<file path="config.mk">
export PLATFORM = sky130hd
export DESIGN_NAME = gpio_irq_sense
export DESIGN_NICKNAME = d
export VERILOG_FILES = /design/src/rtl/gis_pkg.sv /design/src/rtl/gis_sync.sv /design/src/rtl/gis_detect.sv /design/src/rtl/gis_pending.sv /design/src/rtl/gis_regs.sv /design/src/rtl/gpio_irq_sense.sv
export SDC_FILE = /design/constraint.sdc
export NUM_CORES = 1
export LEC_CHECK = 0
export BUFFER_PORTS_ARGS = -buffer_cell sky130_fd_sc_hd__clkbuf_2
export CAP_MARGIN = 10
export CELL_PAD_IN_SITES_DETAIL_PLACEMENT = 1
export CELL_PAD_IN_SITES_GLOBAL_PLACEMENT = 1
export CORE_MARGIN = 3
export CORE_UTILIZATION = 45
export CTS_CLUSTER_DIAMETER = 50
export DETAILED_ROUTE_END_ITERATION = 16
export PLACE_DENSITY = 0.77
export SETUP_SLACK_MARGIN = 0.4
export SYNTH_ARGS = -nofsm -noshare
export SYNTH_HDL_FRONTEND = slang
export SYNTH_HIERARCHICAL = 1
export SYNTH_SLANG_ARGS = --single-unit
</file>
<file path="constraint.sdc">
create_clock -name clk -period 21.1 [get_ports clk]
set_input_delay 5.275 -clock clk [delete_from_list [all_inputs] [get_ports clk]]
set_output_delay 5.275 -clock clk [all_outputs]
set_load 0.005 [all_outputs]
</file>
<file path="src/rtl/gis_pkg.sv">
package gis_pkg;
  localparam int unsigned FIELD_W = 4;
  localparam int unsigned ADDR_W  = 8;

  localparam logic [FIELD_W-1:0] SNS_RISE = 4'd8;
  localparam logic [FIELD_W-1:0] SNS_FALL = 4'd9;
  localparam logic [FIELD_W-1:0] SNS_HIGH = 4'd10;
  localparam logic [FIELD_W-1:0] SNS_LOW  = 4'd11;
  localparam logic [FIELD_W-1:0] SNS_BOTH = 4'd12;

  localparam logic [ADDR_W-1:0] ADR_ALLOW  = 8'h14;
  localparam logic [ADDR_W-1:0] ADR_UNMASK = 8'h18;
  localparam logic [ADDR_W-1:0] ADR_MASK   = 8'h1C;
  localparam logic [ADDR_W-1:0] ADR_RAW    = 8'h20;
  localparam logic [ADDR_W-1:0] ADR_STATUS = 8'h24;
  localparam logic [ADDR_W-1:0] ADR_ACK    = 8'h28;
  localparam logic [ADDR_W-1:0] ADR_SENSE0 = 8'h40;
endpackage

</file>
<file path="src/rtl/gis_sync.sv">
module gis_sync #(
  parameter int unsigned W      = 32,
  parameter int unsigned STAGES = 2
) (
  input  logic         clk,
  input  logic         rst_n,
  input  logic [W-1:0] d_i,
  output logic [W-1:0] q_o
);
  logic [STAGES-1:0][W-1:0] chain_q;
  logic [STAGES-1:0][W-1:0] chain_d;

  generate
    for (genvar s = 0; s < STAGES; s++) begin : g_stage
      if (s == 0) begin : g_first
        assign chain_d[s] = d_i;
      end else begin : g_next
        assign chain_d[s] = chain_q[s-1];
      end
    end
  endgenerate

  always_ff @(posedge clk or negedge rst_n) begin
    if (!rst_n) chain_q <= '0;
    else        chain_q <= chain_d;
  end

  assign q_o = chain_q[STAGES-1];
endmodule

</file>
<file path="src/rtl/gis_detect.sv">
module gis_detect
  import gis_pkg::*;
#(
  parameter int unsigned NPINS = 32
) (
  input  logic                     clk,
  input  logic                     rst_n,
  input  logic [NPINS-1:0]         pin_s_i,
  input  logic [NPINS*FIELD_W-1:0] sense_i,
  input  logic [NPINS-1:0]         allow_i,
  output logic [NPINS-1:0]         evt_o
);
  logic [NPINS-1:0] prev_q;
  logic [NPINS-1:0] prev_d;
  logic             prev_en;

  always_comb begin
    prev_en = 1'b1;
    prev_d  = pin_s_i;
  end

  always_ff @(posedge clk or negedge rst_n) begin
    if (!rst_n)       prev_q <= '0;
    else if (prev_en) prev_q <= prev_d;
  end

  generate
    for (genvar n = 0; n < NPINS; n++) begin : g_pin
      logic [FIELD_W-1:0] code;
      logic               hit;
      assign code = sense_i[n*FIELD_W +: FIELD_W];
      always_comb begin
        case (code)
          SNS_RISE: hit = pin_s_i[n] & ~prev_q[n];
          SNS_FALL: hit = ~pin_s_i[n] & prev_q[n];
          SNS_BOTH: hit = pin_s_i[n] ^ prev_q[n];
          SNS_HIGH: hit = pin_s_i[n];
          SNS_LOW:  hit = ~pin_s_i[n];
          default:  hit = 1'b0;
        endcase
      end
      assign evt_o[n] = hit & allow_i[n];
    end
  endgenerate
endmodule

</file>
<file path="src/rtl/gis_pending.sv">
module gis_pending #(
  parameter int unsigned NPINS = 32
) (
  input  logic             clk,
  input  logic             rst_n,
  input  logic [NPINS-1:0] evt_i,
  input  logic [NPINS-1:0] ack_i,
  output logic [NPINS-1:0] raw_o
);
  logic [NPINS-1:0] raw_q;
  logic [NPINS-1:0] raw_d;

  always_comb raw_d = (raw_q & ~ack_i) | evt_i;

  always_ff @(posedge clk or negedge rst_n) begin
    if (!rst_n) raw_q <= '0;
    else        raw_q <= raw_d;
  end

  assign raw_o = raw_q;

  // an acknowledged bit with no new event is gone on the next cycle
  p_ack_clears_r6: assert property (@(posedge clk) disable iff (!rst_n)
    1'b1 |=> ((raw_q & $past(ack_i) & ~$past(evt_i)) == '0));

  // an event always lands, acknowledge or not
  p_event_wins_r6: assert property (@(posedge clk) disable iff (!rst_n)
    1'b1 |=> ((raw_q & $past(evt_i)) == $past(evt_i)));
endmodule

</file>
<file path="src/rtl/gis_regs.sv">
module gis_regs
  import gis_pkg::*;
#(
  parameter int unsigned NPINS = 32
) (
  input  logic                     clk,
  input  logic                     rst_n,
  input  logic                     wr_en_i,
  input  logic [ADDR_W-1:0]        addr_i,
  input  logic [NPINS-1:0]         wdata_i,
  input  logic [NPINS-1:0]         raw_i,
  input  logic [NPINS-1:0]         status_i,
  output logic [NPINS-1:0]         rdata_o,
  output logic [NPINS-1:0]         allow_o,
  output logic [NPINS-1:0]         unmask_o,
  output logic [NPINS*FIELD_W-1:0] sense_o,
  output logic [NPINS-1:0]         ack_o
);
  localparam int unsigned PER_REG = NPINS / FIELD_W;
  localparam int unsigned NSENSE  = NPINS / PER_REG;

  logic [NPINS-1:0] allow_q, allow_d;
  logic             allow_en;
  logic [NPINS-1:0] unmask_q, unmask_d;
  logic             unmask_en;
  logic [NSENSE-1:0][NPINS-1:0] sense_q;
  logic [NSENSE-1:0]            sense_en;

  always_comb begin
    allow_en  = wr_en_i && (addr_i == ADR_ALLOW);
    allow_d   = wdata_i;
    unmask_en = wr_en_i && ((addr_i == ADR_UNMASK) || (addr_i == ADR_MASK));
    unmask_d  = (addr_i == ADR_UNMASK) ? (unmask_q | wdata_i) : (unmask_q & ~wdata_i);
    ack_o     = (wr_en_i && (addr_i == ADR_ACK)) ? wdata_i : '0;
  end

  always_ff @(posedge clk or negedge rst_n) begin
    if (!rst_n) begin
      allow_q  <= '0;
      unmask_q <= '0;
    end else begin
      if (allow_en)  allow_q  <= allow_d;
      if (unmask_en) unmask_q <= unmask_d;
    end
  end

  generate
    for (genvar k = 0; k < NSENSE; k++) begin : g_sense
      assign sense_en[k] = wr_en_i && (addr_i == ADR_SENSE0 + ADDR_W'(4*k));
      always_ff @(posedge clk or negedge rst_n) begin
        if (!rst_n)           sense_q[k] <= '0;
        else if (sense_en[k]) sense_q[k] <= wdata_i;
      end
    end
  endgenerate

  always_comb begin
    rdata_o = '0;
    case (addr_i)
      ADR_ALLOW:  rdata_o = allow_q;
      ADR_UNMASK: rdata_o = unmask_q;
      ADR_RAW:    rdata_o = raw_i;
      ADR_STATUS: rdata_o = status_i;
      default: begin
        for (int k = 0; k < NSENSE; k++) begin
          if (addr_i == ADR_SENSE0 + ADDR_W'(4*k)) rdata_o = sense_q[k];
        end
      end
    endcase
  end

  assign allow_o  = allow_q;
  assign unmask_o = unmask_q;
  assign sense_o  = sense_q;

  // write-one enable sets the named bits
  p_unmask_set_r4: assert property (@(posedge clk) disable iff (!rst_n)
    (wr_en_i && addr_i == ADR_UNMASK) |=> ((unmask_q & $past(wdata_i)) == $past(wdata_i)));

  // write-one disable clears the named bits and leaves the rest
  p_mask_clr_r4: assert property (@(posedge clk) disable iff (!rst_n)
    (wr_en_i && addr_i == ADR_MASK) |=>
      (((unmask_q & $past(wdata_i)) == '0) &&
       ((unmask_q & ~$past(wdata_i)) == ($past(unmask_q) & ~$past(wdata_i)))));
endmodule

</file>
<file path="src/rtl/gpio_irq_sense.sv">
module gpio_irq_sense
  import gis_pkg::*;
#(
  parameter int unsigned NPINS       = 32,
  parameter int unsigned SYNC_STAGES = 2
) (
  input  logic              clk,
  input  logic              rst_n,
  input  logic [NPINS-1:0]  pins_i,
  input  logic              reg_wr_i,
  input  logic [ADDR_W-1:0] reg_addr_i,
  input  logic [NPINS-1:0]  reg_wdata_i,
  output logic [NPINS-1:0]  reg_rdata_o,
  output logic              irq_lo_o,
  output logic              irq_hi_o
);
  localparam int unsigned HALF = NPINS / 2;

  logic [1:0]               rst_sync_q;
  logic                     rst_ni;
  logic [NPINS-1:0]         pin_s;
  logic [NPINS-1:0]         evt;
  logic [NPINS-1:0]         ack;
  logic [NPINS-1:0]         raw;
  logic [NPINS-1:0]         allow;
  logic [NPINS-1:0]         unmask;
  logic [NPINS-1:0]         status;
  logic [NPINS*FIELD_W-1:0] sense;

  always_ff @(posedge clk or negedge rst_n) begin
    if (!rst_n) rst_sync_q <= 2'b00;
    else        rst_sync_q <= {rst_sync_q[0], 1'b1};
  end
  assign rst_ni = rst_sync_q[1];

  gis_sync #(.W(NPINS), .STAGES(SYNC_STAGES)) u_sync (
    .clk(clk), .rst_n(rst_ni), .d_i(pins_i), .q_o(pin_s));

  gis_detect #(.NPINS(NPINS)) u_detect (
    .clk(clk), .rst_n(rst_ni), .pin_s_i(pin_s), .sense_i(sense),
    .allow_i(allow), .evt_o(evt));

  gis_pending #(.NPINS(NPINS)) u_pending (
    .clk(clk), .rst_n(rst_ni), .evt_i(evt), .ack_i(ack), .raw_o(raw));

  gis_regs #(.NPINS(NPINS)) u_regs (
    .clk(clk), .rst_n(rst_ni), .wr_en_i(reg_wr_i), .addr_i(reg_addr_i),
    .wdata_i(reg_wdata_i), .raw_i(raw), .status_i(status),
    .rdata_o(reg_rdata_o), .allow_o(allow), .unmask_o(unmask),
    .sense_o(sense), .ack_o(ack));

  assign status   = raw & allow & unmask;
  assign irq_lo_o = |status[HALF-1:0];
  assign irq_hi_o = |status[NPINS-1:HALF];

  // a pending bit only rises on a pin that was allowed the cycle before
  p_no_set_disallowed_r3: assert property (@(posedge clk) disable iff (!rst_ni)
    1'b1 |=> ((raw & ~$past(raw) & ~$past(allow)) == '0));

  // an interrupt line implies a pending raw bit in its half
  p_irq_has_source_r7: assert property (@(posedge clk) disable iff (!rst_ni)
    (irq_lo_o |-> (raw[HALF-1:0] != '0)) and (irq_hi_o |-> (raw[NPINS-1:HALF] != '0)));
endmodule

</file>
==> results.md, run 1 <==
* # IOs at ~110
* Core area at around 0.037 sq mm
* Sequential area share after synthesis at between 40% and 50%
* Htree depth at 2
* Clock latency on the worst-skew pair at about 0.56 ns
* Slew Limit Fails at 0
* CTS tree: done
* Fin Clk Skew at roughly 0.012 ns
* Vias in the first global route at about 13000
* Final wirelength at slightly above 50000 um
* Most common cell after layout, fill and taps aside: dfrtp_1
* Fin. Hold Viols at 0
* Finished Cell Area at about 0.020 sq mm
* Hold Crit Endpoint: u_sync/q_o[11]
* Comb pwr share at around 7%
* Worst endpoint data arrival time at approximately 8.0 ns
* YS warnings at 6
* Die width at 200 um
* Clk sinks at roughly 320
* DP Area at 0.0181 sq mm
* Port Buffer Count at ~110
* Antenna violations before repair at 1
* CTS root buf: clkbuf_16
* Gr busiest metal: met2
* Slew headroom at a little over a quarter
* Post-synthesis cell type count at 45
* Grt ovf at 0
* Util after Layout at between 50 and 60%
* Row cnt at 70
* PwrDens at roughly 78 mW/mm^2
* R2R Path Start: rst_sync_q[1]
* Hold WS at 0.345 ns
* Clk pwr share at between 40 and 50%
* Reg-to-Reg End: u_regs/sense_o[64]
* Clk buf depth at 3
* Syn Inst Count at approximately 1400
* Flop pwr share at 44.2%
* RSZ-0062 raised after global routing: no
* Worst vdd rail ir drop at 60.3 uV
* CP Max Fanout at 64
* Net load switching power at 373 uW
* GRT Overall Usage at 25.6%
* Main synth FF type: dfrtp_1
* Avg Inst Size Synth at 12.1 sq um
* Reg clk slew, reported paths at roughly 0.060 ns
* WS Path Type: in -> out
* Post-synth EDFFs at 0
* Ranking of synthesized cells by area: dfrtp_1, mux2_2, ha_1, mux4_2, and3b_1
* Post-route minimum period at 13.23 ns
* Residual DRC at 0
* Sum Neg Setup Slack at 0 ns
* Hold Startpoint: u_sync/chain_d[43]
* Post-DP HPWL at between 30000 and 40000 um
* Worst hold path class: reg -> reg
* GP Congestion at just over 0.8
* Layout cell share with drive strength beyond 1 at between 20% and 30%
* Resized cells post-CTS at 0
* Post-synth net total at between 1500 and 2000
* Worst setup margin at approximately 8 ns
* Status: completed
* First-pass GRT wire length at 80300 um
* Num CTS Buffers at 42
* Synth top area share at between 40% and 50%
* DR iter-0 viols at between 800 and 900
* DP Worst Slack at between 7 and 8 ns
* DR WL/cell at 25.0 um
* M2 GR Usage at a little over two fifths
* Cts hold-fix bufs at 0
* Hold Crit Depth at 0
* Die height at about 200 um
* Leak at 0.00977 uW
* Synthesized flop and latch total at 322
* # setup viols final at 0
* Die area at between 0.04 and 0.05 sq mm
* Net Sw Frac at 24.4%
* Antenna Nets Post-Route at 0
* Effective utilization at floorplan at between 40% and 50%
* Grt met3 use at between 5 and 6%
* Yosys top cell by area: dfrtp_1
* Most frequent cells in the layout: dfrtp_1, mux2_2, clkbuf_2
* Reg2reg path depth at 2
* Worst Max-Slew Pin Slew at between 1 and 1.5 ns
* Antenna Cells at 0
* Worst EP required at ~16 ns
* Drt pass-1 iters at 5
* Critical Path Sink Type: primary output
* Asr flop ratio synth at 100%
* Met1 GRT Util at 33.0%
* Via count at around 12000
* Nets@finish at approximately 1600
* Crit path launch type: input port
* Peak Freq at 75.6 MHz
* Via density at roughly 6
* Ratio of final minimum period to clock period at between 60% and 70%
* Internal Power at ~1200 uW
* Post-CTS Setup Bufs at 0
* Mapped Area at 0.0170 sq mm
* Max_cap viols at 0
* Flop2flop setup slack at ~18 ns
* Pin count of the biggest net entering global routing at 78
* Area grow syn2layout at 15.1%
-- cell usage after synthesis (3+ instances only) --
cell type and count:
a2111o_1 13, a21o_1 32, a21oi_1 24, a31o_1 10, and2_1 33, and3_1 17, and3_4 16, and3b_1 73
buf_1 6, buf_2 6, clkbuf_1 66, dfrtp_1 322, ha_1 64, inv_1 106, mux2_1 51, mux2_2 149
mux2i_1 11, mux4_2 32, nand2_1 9, nand2_2 13, nand2b_1 36, nand2b_4 13, nand3_1 95, nand4_1 74
nor3_1 9, nor4_2 8, nor4b_1 3, o2111a_1 10, o211ai_1 30, o21ai_1 10, o31ai_1 13, o31ai_2 8
xnor2_1 10, xor2_1 21
-- registers in the layout, indices dropped and copies added (netlist names), named ones only --
register / cells
u_sync/chain_d: 32
u_regs/allow_o: 32
rst_sync_q: 2
u_pending/raw_o: 32
u_sync/q_o: 32
u_detect/prev_q: 32
u_regs/sense_o: 128
-- power groups by stage --
stage	Clock [uW]	Combinational [uW]	Sequential, uW
4_1_cts	767	104	677
6_report	750	103	677
5_1_grt	794	114	681
2_1_floorplan	0	59.7	682
3_3_place_gp	0	97.4	685
3_5_place_dp	0	102	687
-- per-layer routing --
metal	wire length, um	share of wire (%)	vias up
met2	24600	48	377
li1	-	-	5350
met4	1900	3.7	2
met1	21300	42	6445
met3	3260	6.4	110
met5	8	0.016	-
-- worst max-delay path: stages --
cell      delay, ns
clkbuf_2       0.79
nor4b_4        0.35
buf_4          0.67
nand2_1        0.17
o221ai_1       0.45
clkbuf_2       0.20
-- worst max-delay path by stage --
stage,start,to,slack (ns),cells past startpoint
after floorplan,reg_addr_i[5],reg_rdata_o[0],9.15,6
after global placement,reg_addr_i[4],reg_rdata_o[16],8.06,6
after detailed placement,reg_addr_i[4],reg_rdata_o[16],7.99,6
after CTS,reg_addr_i[4],reg_rdata_o[16],7.97,6
after global routing,reg_addr_i[4],reg_rdata_o[16],7.71,6
final,reg_addr_i[4],reg_rdata_o[16],7.87,6
-- cells by family after synthesis --
logic type / count (synthesis) / share of synthesized area [%]
xor gates and xnor gates: 31 / 1.60
buffers and inverters: 184 / 4.11
DFF: 322 / 47.4
and+or+nand+nor: 409 / 16.8
muxes: 243 / 18.1
other: 1 / 0.0221
AOI/OAI and AO/OA: 155 / 7.19
adders and majority gates: 64 / 4.71
-- per-stage QoR --
| stage | power [uW] | std cells |
|---|---|---|
| 6_report | 1530 | 2040 |
| 5_1_grt | 1590 | 2040 |
| 4_1_cts | 1550 | 2039 |
| 3_5_place_dp | 790 | 1964 |
| 3_3_place_gp | 782 | 1964 |
| 2_1_floorplan | 741 | 1409 |
-- area by class of cell --
class | instances | area, sq um
Clock inverter | 13 | 181
Multi-Input combinational cell | 903 | 8300
Clock buffer | 62 | 1280
Timing Repair Buffer | 130 | 713
Sequential cell | 322 | 8060
Inverter | 106 | 398
Fill cell | 3827 | 17400
Tap cell | 504 | 631
No activity file was read; power rests on OpenSTA's default activity.
==> run 2: changes to the inputs <==
Settings changed: ABC_AREA set to 1, PLACE_DENSITY 0.77 to 0.84.
Clock period 21.1 ns to 13.08 ns, I/O delays scaled along.
==> run 2 against run 1 <==
  * Critical path depth grew 4
  * Wire length grew 8.6%
  * Clock-buffer cell count shrank 5
  * Design area grew 0.67%
  * Highest routed layer is now met4
  * Non-clock buffer count shrank 6
  * Global-route usage grew 1.7 points
  * Largest power group unchanged
  * Power grew 67%
  * Combinational power grew 58%
  * First-iteration DRC count grew 27%
  * Sequential power grew 61%
==> results.md, run 2 <==
* Antenna violations before repair at 0 (-1)
* Reg clk slew, reported paths at 0.06 ns (about the same)
* DR WL/cell at 18.9 um (-24%)
* Final total power at 2550 uW (+67%)
* CTS tree: done
* Syn Inst Count at 2307 (+64%)
* GP Congestion at 0.817 (-0.40%)
* Top-count cell post-synth: nand2_1
* Worst EP required at 9.81 ns (-6.02 ns)
* Crit path launch type: input port
* Ratio of final minimum period to clock period at between 60% and 70%
* Htree depth at 2 (unchanged)
* Worst vdd rail ir drop at 94.7 uV (+57%)
* Register area at 0.00806 sq mm (unchanged)
* Synthesized flop and latch total at 322 (unchanged)
* WS Path Type: in -> out
* Yosys top cell by area: dfrtp_1
* Post-CTS Setup Bufs at 0 (unchanged)
* Sum Neg Setup Slack at 0 ns (unchanged)
* Cts hold-fix bufs at 0 (unchanged)
* Max reg flops at 128 (unchanged)
* Util after Layout at 53.0% (+0.10 points)
* Post-synth net total at 2446 (+58%)
* Main synth FF type: dfrtp_1
* Worst hold path class: reg -> async
* Mapped Area at 0.0172 sq mm (+0.99%)
* Pin count of the biggest net entering global routing at 163 (+110%)
* Die height at 201 um (+0.48%)
* Post-synthesis cell type count at 26 (-42%)
* Ranking of synthesized cells by area: dfrtp_1, nand2_1, nand3_1, inv_1, ha_1
* Port Buffer Count at 108 (unchanged)
* Post-DP HPWL at 36100 um (+7.7%)
* Clk buf depth at 3 (unchanged)
* Drt pass-1 iters at 5 (unchanged)
* Worst Max-Slew Pin Slew at 1.00 ns (-0.0903 ns)
* DR iter-0 viols at 1027 (+27%)
* Grt ovf at 0 (unchanged)
* CTS root buf: clkbuf_16
* # setup viols final at 0 (unchanged)
* Slew Limit Fails at 0 (unchanged)
* Leak at 0.00991 uW (+1.4%)
* Layout cell share with drive strength beyond 1 at 12.4% (-17 points)
* Peak Freq at about 110 MHz
* Resized cells post-CTS at 0 (unchanged)
* Post-synth EDFFs at 0 (unchanged)
* Fin. Hold Viols at 0 (unchanged)
* Clk sinks at 322 (unchanged)
* Row cnt at 70 (unchanged)
* # IOs at 109 (unchanged)
* Nets@finish at 2530 (+54%)
* PwrDens at 129 mW/mm^2 (+66%)
* Residual DRC at 0 (unchanged)
* First-pass GRT wire length at 89100 um (+11%)
* Slew headroom at 33.3% (+6.2 points)
* Avg Inst Size Synth at 7.44 sq um (-38%)
* Hold WS at 0.260 ns (-0.0847 ns)
* Area grow syn2layout at 14.7%
* Via density at 5.37 (-11%)
* Antenna Cells at 0 (unchanged)
* Synth top area share at 46.9% (-0.46 points)
* CP Max Fanout at 63 (-1.6%)
* Via count at 15700 (+28%)
* Most common cell after layout, fill and taps aside: nand2_1
* Sequential area share after synthesis at 46.9% (-0.46 points)
* Die width at 201 um (+0.48%)
* RSZ-0062 raised after global routing: no
* Post-route minimum period at 9.04 ns
* Worst endpoint data arrival time at 5.77 ns (-2.19 ns)
* Num CTS Buffers at 45 (+7.1%)
* Fill count at 4724 (+23%)
* Fin Clk Skew at 0.0178 ns (+0.00564 ns)
* Top post-synthesis cells by count: nand2_1, inv_1, nand3_1
* Effective utilization at floorplan at 46.2% (+0.23 points)
* Vias in the first global route at 16900 (+26%)
* Clock latency on the worst-skew pair at 0.58 ns (+0.02 ns)
* Final wirelength at 55400 um (+8.6%)
* Most frequent cells in the layout: nand2_1, inv_1, nand3_1
* Critical Path Sink Type: primary output
* Die area at 0.0405 sq mm (+0.96%)
* Asr flop ratio synth at 100% (unchanged)
* Max_cap viols at 0 (unchanged)
* Antenna Nets Post-Route at 0 (unchanged)
* GRT Overall Usage at 27.3% (+1.7 points)
* Core area at 0.0371 sq mm (+0.47%)
* Flop2flop setup slack at 10.64 ns (-7.54 ns)
* Status: completed
* Area of the multi-input gates at 0.00722 sq mm (-13%)
* YS warnings at 6 (unchanged)
[run 2: worst paths after layout]
kind	startpoint	end	depth (start not counted)
setup / recovery	reg_addr_i[2]	reg_rdata_o[10]	10
hold / removal	rst_sync_q[1]	u_regs/allow_o[16]	0
setup reg to reg	rst_sync_q[1]	u_sync/chain_d[40]	2
hold reg to reg	rst_sync_q[1]	u_regs/allow_o[16]	0
max in group asynchronous	rst_n	rst_sync_q[1]	1
min in group clk	u_sync/chain_d[42]	u_sync/q_o[10]	0
[run 2: logic make-up (layout without fill, tap and decap cells)]
logic type                 count (synthesis)  in the layout  share of synthesized area, %
and+or+nand+nor                         1200           1200                          29.9
buffers and inverters                    494            613                          11.2
DFF                                      322            322                          46.9
AOI/OAI and AO/OA                        226            226                          7.28
adders and majority gates                 64             64                          4.66
other                                      1              1                        0.0218
[run 2: stage by stage]
stage / instance area, sq um / instances / setup WS (ns)
finish: 19700 / 2930 / 4.04
global placement: 18100 / 2848 / 4.15
detailed placement: 18100 / 2848 / 4.10
floorplan: 17200 / 2307 / 3.44
global route: 19700 / 2930 / 3.95
CTS: 19700 / 2930 / 4.09
[run 2: critical path, stage by stage]
cell	delay (ns)
clkbuf_2	0.14
inv_2	0.08
nand2_1	0.08
nor2_4	0.10
buf_4	0.71
nand2_2	0.75
nor2_1	0.29
nor2_1	0.09
nand2_1	0.09
clkbuf_2	0.12
[run 2: power breakdown]
part	switching, uW	internal (uW)
Clock	485	811
Combinational	113	49.8
Sequential	49.7	1040
[run 2: cell type report]
type | instances | share of cell area (%)
Sequential cell | 322 | 40.9
Multi-Input combinational cell | 1491 | 36.6
Inverter | 407 | 7.76
Clock buffer | 57 | 6.47
Timing Repair Buffer | 124 | 3.42
Tap cell | 504 | 3.20
Clock inverter | 25 | 1.58
[run 2: routing by layer]
metal	vias to the layer above	global-route usage, %	routed length [um]	share of wire, %
met2	427	47.5	27200	49
met4	0	9.15	1760	3.2
met5	-	0	0	0
met1	7870	34.9	23700	43
li1	7306	-	-	-
met3	129	4.19	2850	5.1
==> run 3: changes to the inputs <==
Settings changed: ABC_AREA 1 to 0, PLACE_DENSITY 0.84 to 0.77.
Clock period 13.08 ns to 8.6 ns, I/O delays scaled along.
==> run 3 against run 2 <==
  * Clock power increased by 50%
  * Highest routed layer unchanged
  * Non-clock buffer count increased by 9
  * Clock skew decreased by 0.0013 ns
  * Sequential power increased by 52%
  * First-iteration DRC count decreased by 18%
  * Power increased by 52%
  * Largest cell class is now multi-input gates
  * Combinational power increased by 55%
==> results.md, run 3 (synthesis gave the netlist of run 1 again) <==
* Crit-path most repeated cell: clkbuf_2
* Grt ovf at 0 (unchanged)
* Sum Neg Setup Slack at 0 ns (unchanged)
* Residual DRC at 0 (unchanged)
* Crit path launch type: input port
* # setup viols final at 0 (unchanged)
* Pin count of the biggest net entering global routing at 77 (-53%)
* Slew headroom at 26.3% (-7.0 points)
* CTS tree: done
* PwrDens at 196 mW/mm^2 (+52%)
* Clock latency on the worst-skew pair at 0.57 ns (about the same)
* Resized cells post-CTS at 0 (unchanged)
* DR iter-0 viols at 844 (-18%)
* Slew Limit Fails at 0 (unchanged)
* Net Sw Frac at 24.1% (-1.3 points)
* Peak Freq at 145 MHz
* Num CTS Buffers at 43 (-4.4%)
* First-pass GRT wire length at 79500 um (-11%)
* Max reg flops at 128 (unchanged)
* Critical Path Sink Type: primary output
* CP max stage delay at 0.79 ns (+0.04 ns)
* Nets@finish at 1648 (-35%)
* DP Area at 0.0181 sq mm (about the same)
* Worst endpoint data arrival time at 4.74 ns (-1.03 ns)
* # IOs at 109 (unchanged)
* Net load switching power at 931 uW (+44%)
* WS Path Type: in -> out
* Clk sinks at 322 (unchanged)
* Comb pwr share at 6.5% (about the same)
* Post-DP HPWL at 34400 um (-4.6%)
* Finished Cell Area at 0.0197 sq mm (about the same)
* Core area at 0.0370 sq mm (-0.47%)
* Top Family by Delay on Critical Path: buffers and inverters
* Fin Clk Skew at 0.0165 ns (-0.00131 ns)
* Drt pass-1 iters at 5 (unchanged)
* Most frequent cells in the layout: dfrtp_1, mux2_2, clkbuf_2
* Via density at 6.05 (+13%)
* Row cnt at 70 (unchanged)
* Die width at 200 um (-0.48%)
* Worst EP required at 6.45 ns (-3.36 ns)
* Worst Max-Slew Pin Slew at 1.11 ns (+0.105 ns)
* Fin. Hold Viols at 0 (unchanged)
* Final wirelength at 50800 um (-8.3%)
* Worst vdd rail ir drop at 140 uV (+48%)
* Leak at 0.00984 uW (-0.67%)
* Antenna violations before repair at 0 (unchanged)
* GRT Overall Usage at 25.1% (-2.2 points)
* Antenna Cells at 0 (unchanged)
* Via count at 12400 (-21%)
* Internal Power at 2940 uW (+54%)
* Max_cap viols at 0 (unchanged)
* Vias in the first global route at 13200 (-22%)
* Ratio of final minimum period to clock period at 80.2%
* Most common cell after layout, fill and taps aside: dfrtp_1
* Die height at 200 um (-0.48%)
* Htree depth at 2 (unchanged)
* Crit path max-delay cell type: clkbuf_2
* CP Max Fanout at 63 (unchanged)
* Cts hold-fix bufs at 0 (unchanged)
* Post-CTS Setup Bufs at 0 (unchanged)
* Area grow syn2layout at 15.8%
* Effective utilization at floorplan at 46.0% (-0.23 points)
* Critical path buffers and inverters at 3 (-1)
* Layout cell share with drive strength beyond 1 at 29.9% (+17 points)
* Antenna Nets Post-Route at 0 (unchanged)
* Worst hold path class: reg -> reg
* Die area at 0.0401 sq mm (-0.95%)
* Flop pwr share at 42.9% (about the same)
* Port Buffer Count at 108 (unchanged)
* Clk buf depth at 3 (unchanged)
* Critical-path cell list: clkbuf_2 > nor4b_4 > buf_4 > nand3_1 > nand4_1 > clkbuf_2
* RSZ-0062 raised after global routing: no
* GP Congestion at 0.866 (+6.0%)
* CTS root buf: clkbuf_16
* Post-route minimum period at approximately 7 ns
* Status: completed
* DR WL/cell at 24.8 um (+31%)
* Clk pwr share at 50.5% (-0.4 points)
* Reg clk slew, reported paths at 0.06 ns (about the same)
## run 3: cell types whose count changed in the layout (fill, tap and decap cells not counted), moves of 149 or more
| cell | before | now |
|---|---|---|
| nand2_1 | 655 | 9 |
| inv_1 | 374 | 106 |
| nand3_1 | 338 | 92 |
| nor2_1 | 169 | 0 |
| o21ai_0 | 155 | 0 |
| mux2_2 | 0 | 149 |
## run 3: through the flow
step	instances	worst slack, ns	hold slack (ns)	util, %	total power, uW
after floorplan	1409	2.90	0.331	-	1820
after global placement	1968	1.80	0.333	49.0	1920
after detailed placement	1968	1.72	0.336	49.0	1940
after CTS	2047	1.73	0.345	53.3	3910
after global routing	2047	1.52	0.347	53.3	4010
final	2047	1.71	0.342	53.3	3870
## run 3: path summary, 6_finish.rpt
path	depth (start not counted)	from	to	slack [ns]
max in group asynchronous	2	rst_sync_q[1]	u_sync/chain_d[32]	5.91
worst min-delay path	0	u_sync/chain_d[59]	u_sync/q_o[27]	0.34
min in group asynchronous	0	rst_sync_q[1]	u_sync/q_o[19]	0.41
worst max-delay path	6	reg_addr_i[4]	reg_rdata_o[25]	1.71
worst max register to register	2	rst_sync_q[1]	u_sync/chain_d[32]	5.91
worst min register to register	0	u_sync/chain_d[59]	u_sync/q_o[27]	0.34
## run 3: cell type report
class                           instances  area, sq um
Clock inverter                         22          317
Timing Repair Buffer                  133          728
Sequential cell                       322         8060
Tap cell                              504          631
Fill cell                            3906        17300
Clock buffer                           57         1260
Multi-Input combinational cell        903         8300
Inverter                              106          398
## run 3: routing by layer
| layer | global-route usage, % | share of wire, % |
|---|---|---|
| met5 | 0 | 0 |
| met4 | 7.40 | 2.6 |
| met3 | 5.01 | 7.1 |
| met2 | 41.5 | 48 |
| met1 | 33.8 | 42 |
## run 3: power groups by stage
stage	clock network, uW	registers [uW]	logic, uW
floorplan	0	1670	147
global placement	0	1680	240
detailed placement	0	1690	251
CTS	1990	1660	255
global route	2060	1670	279
finish	1950	1660	253
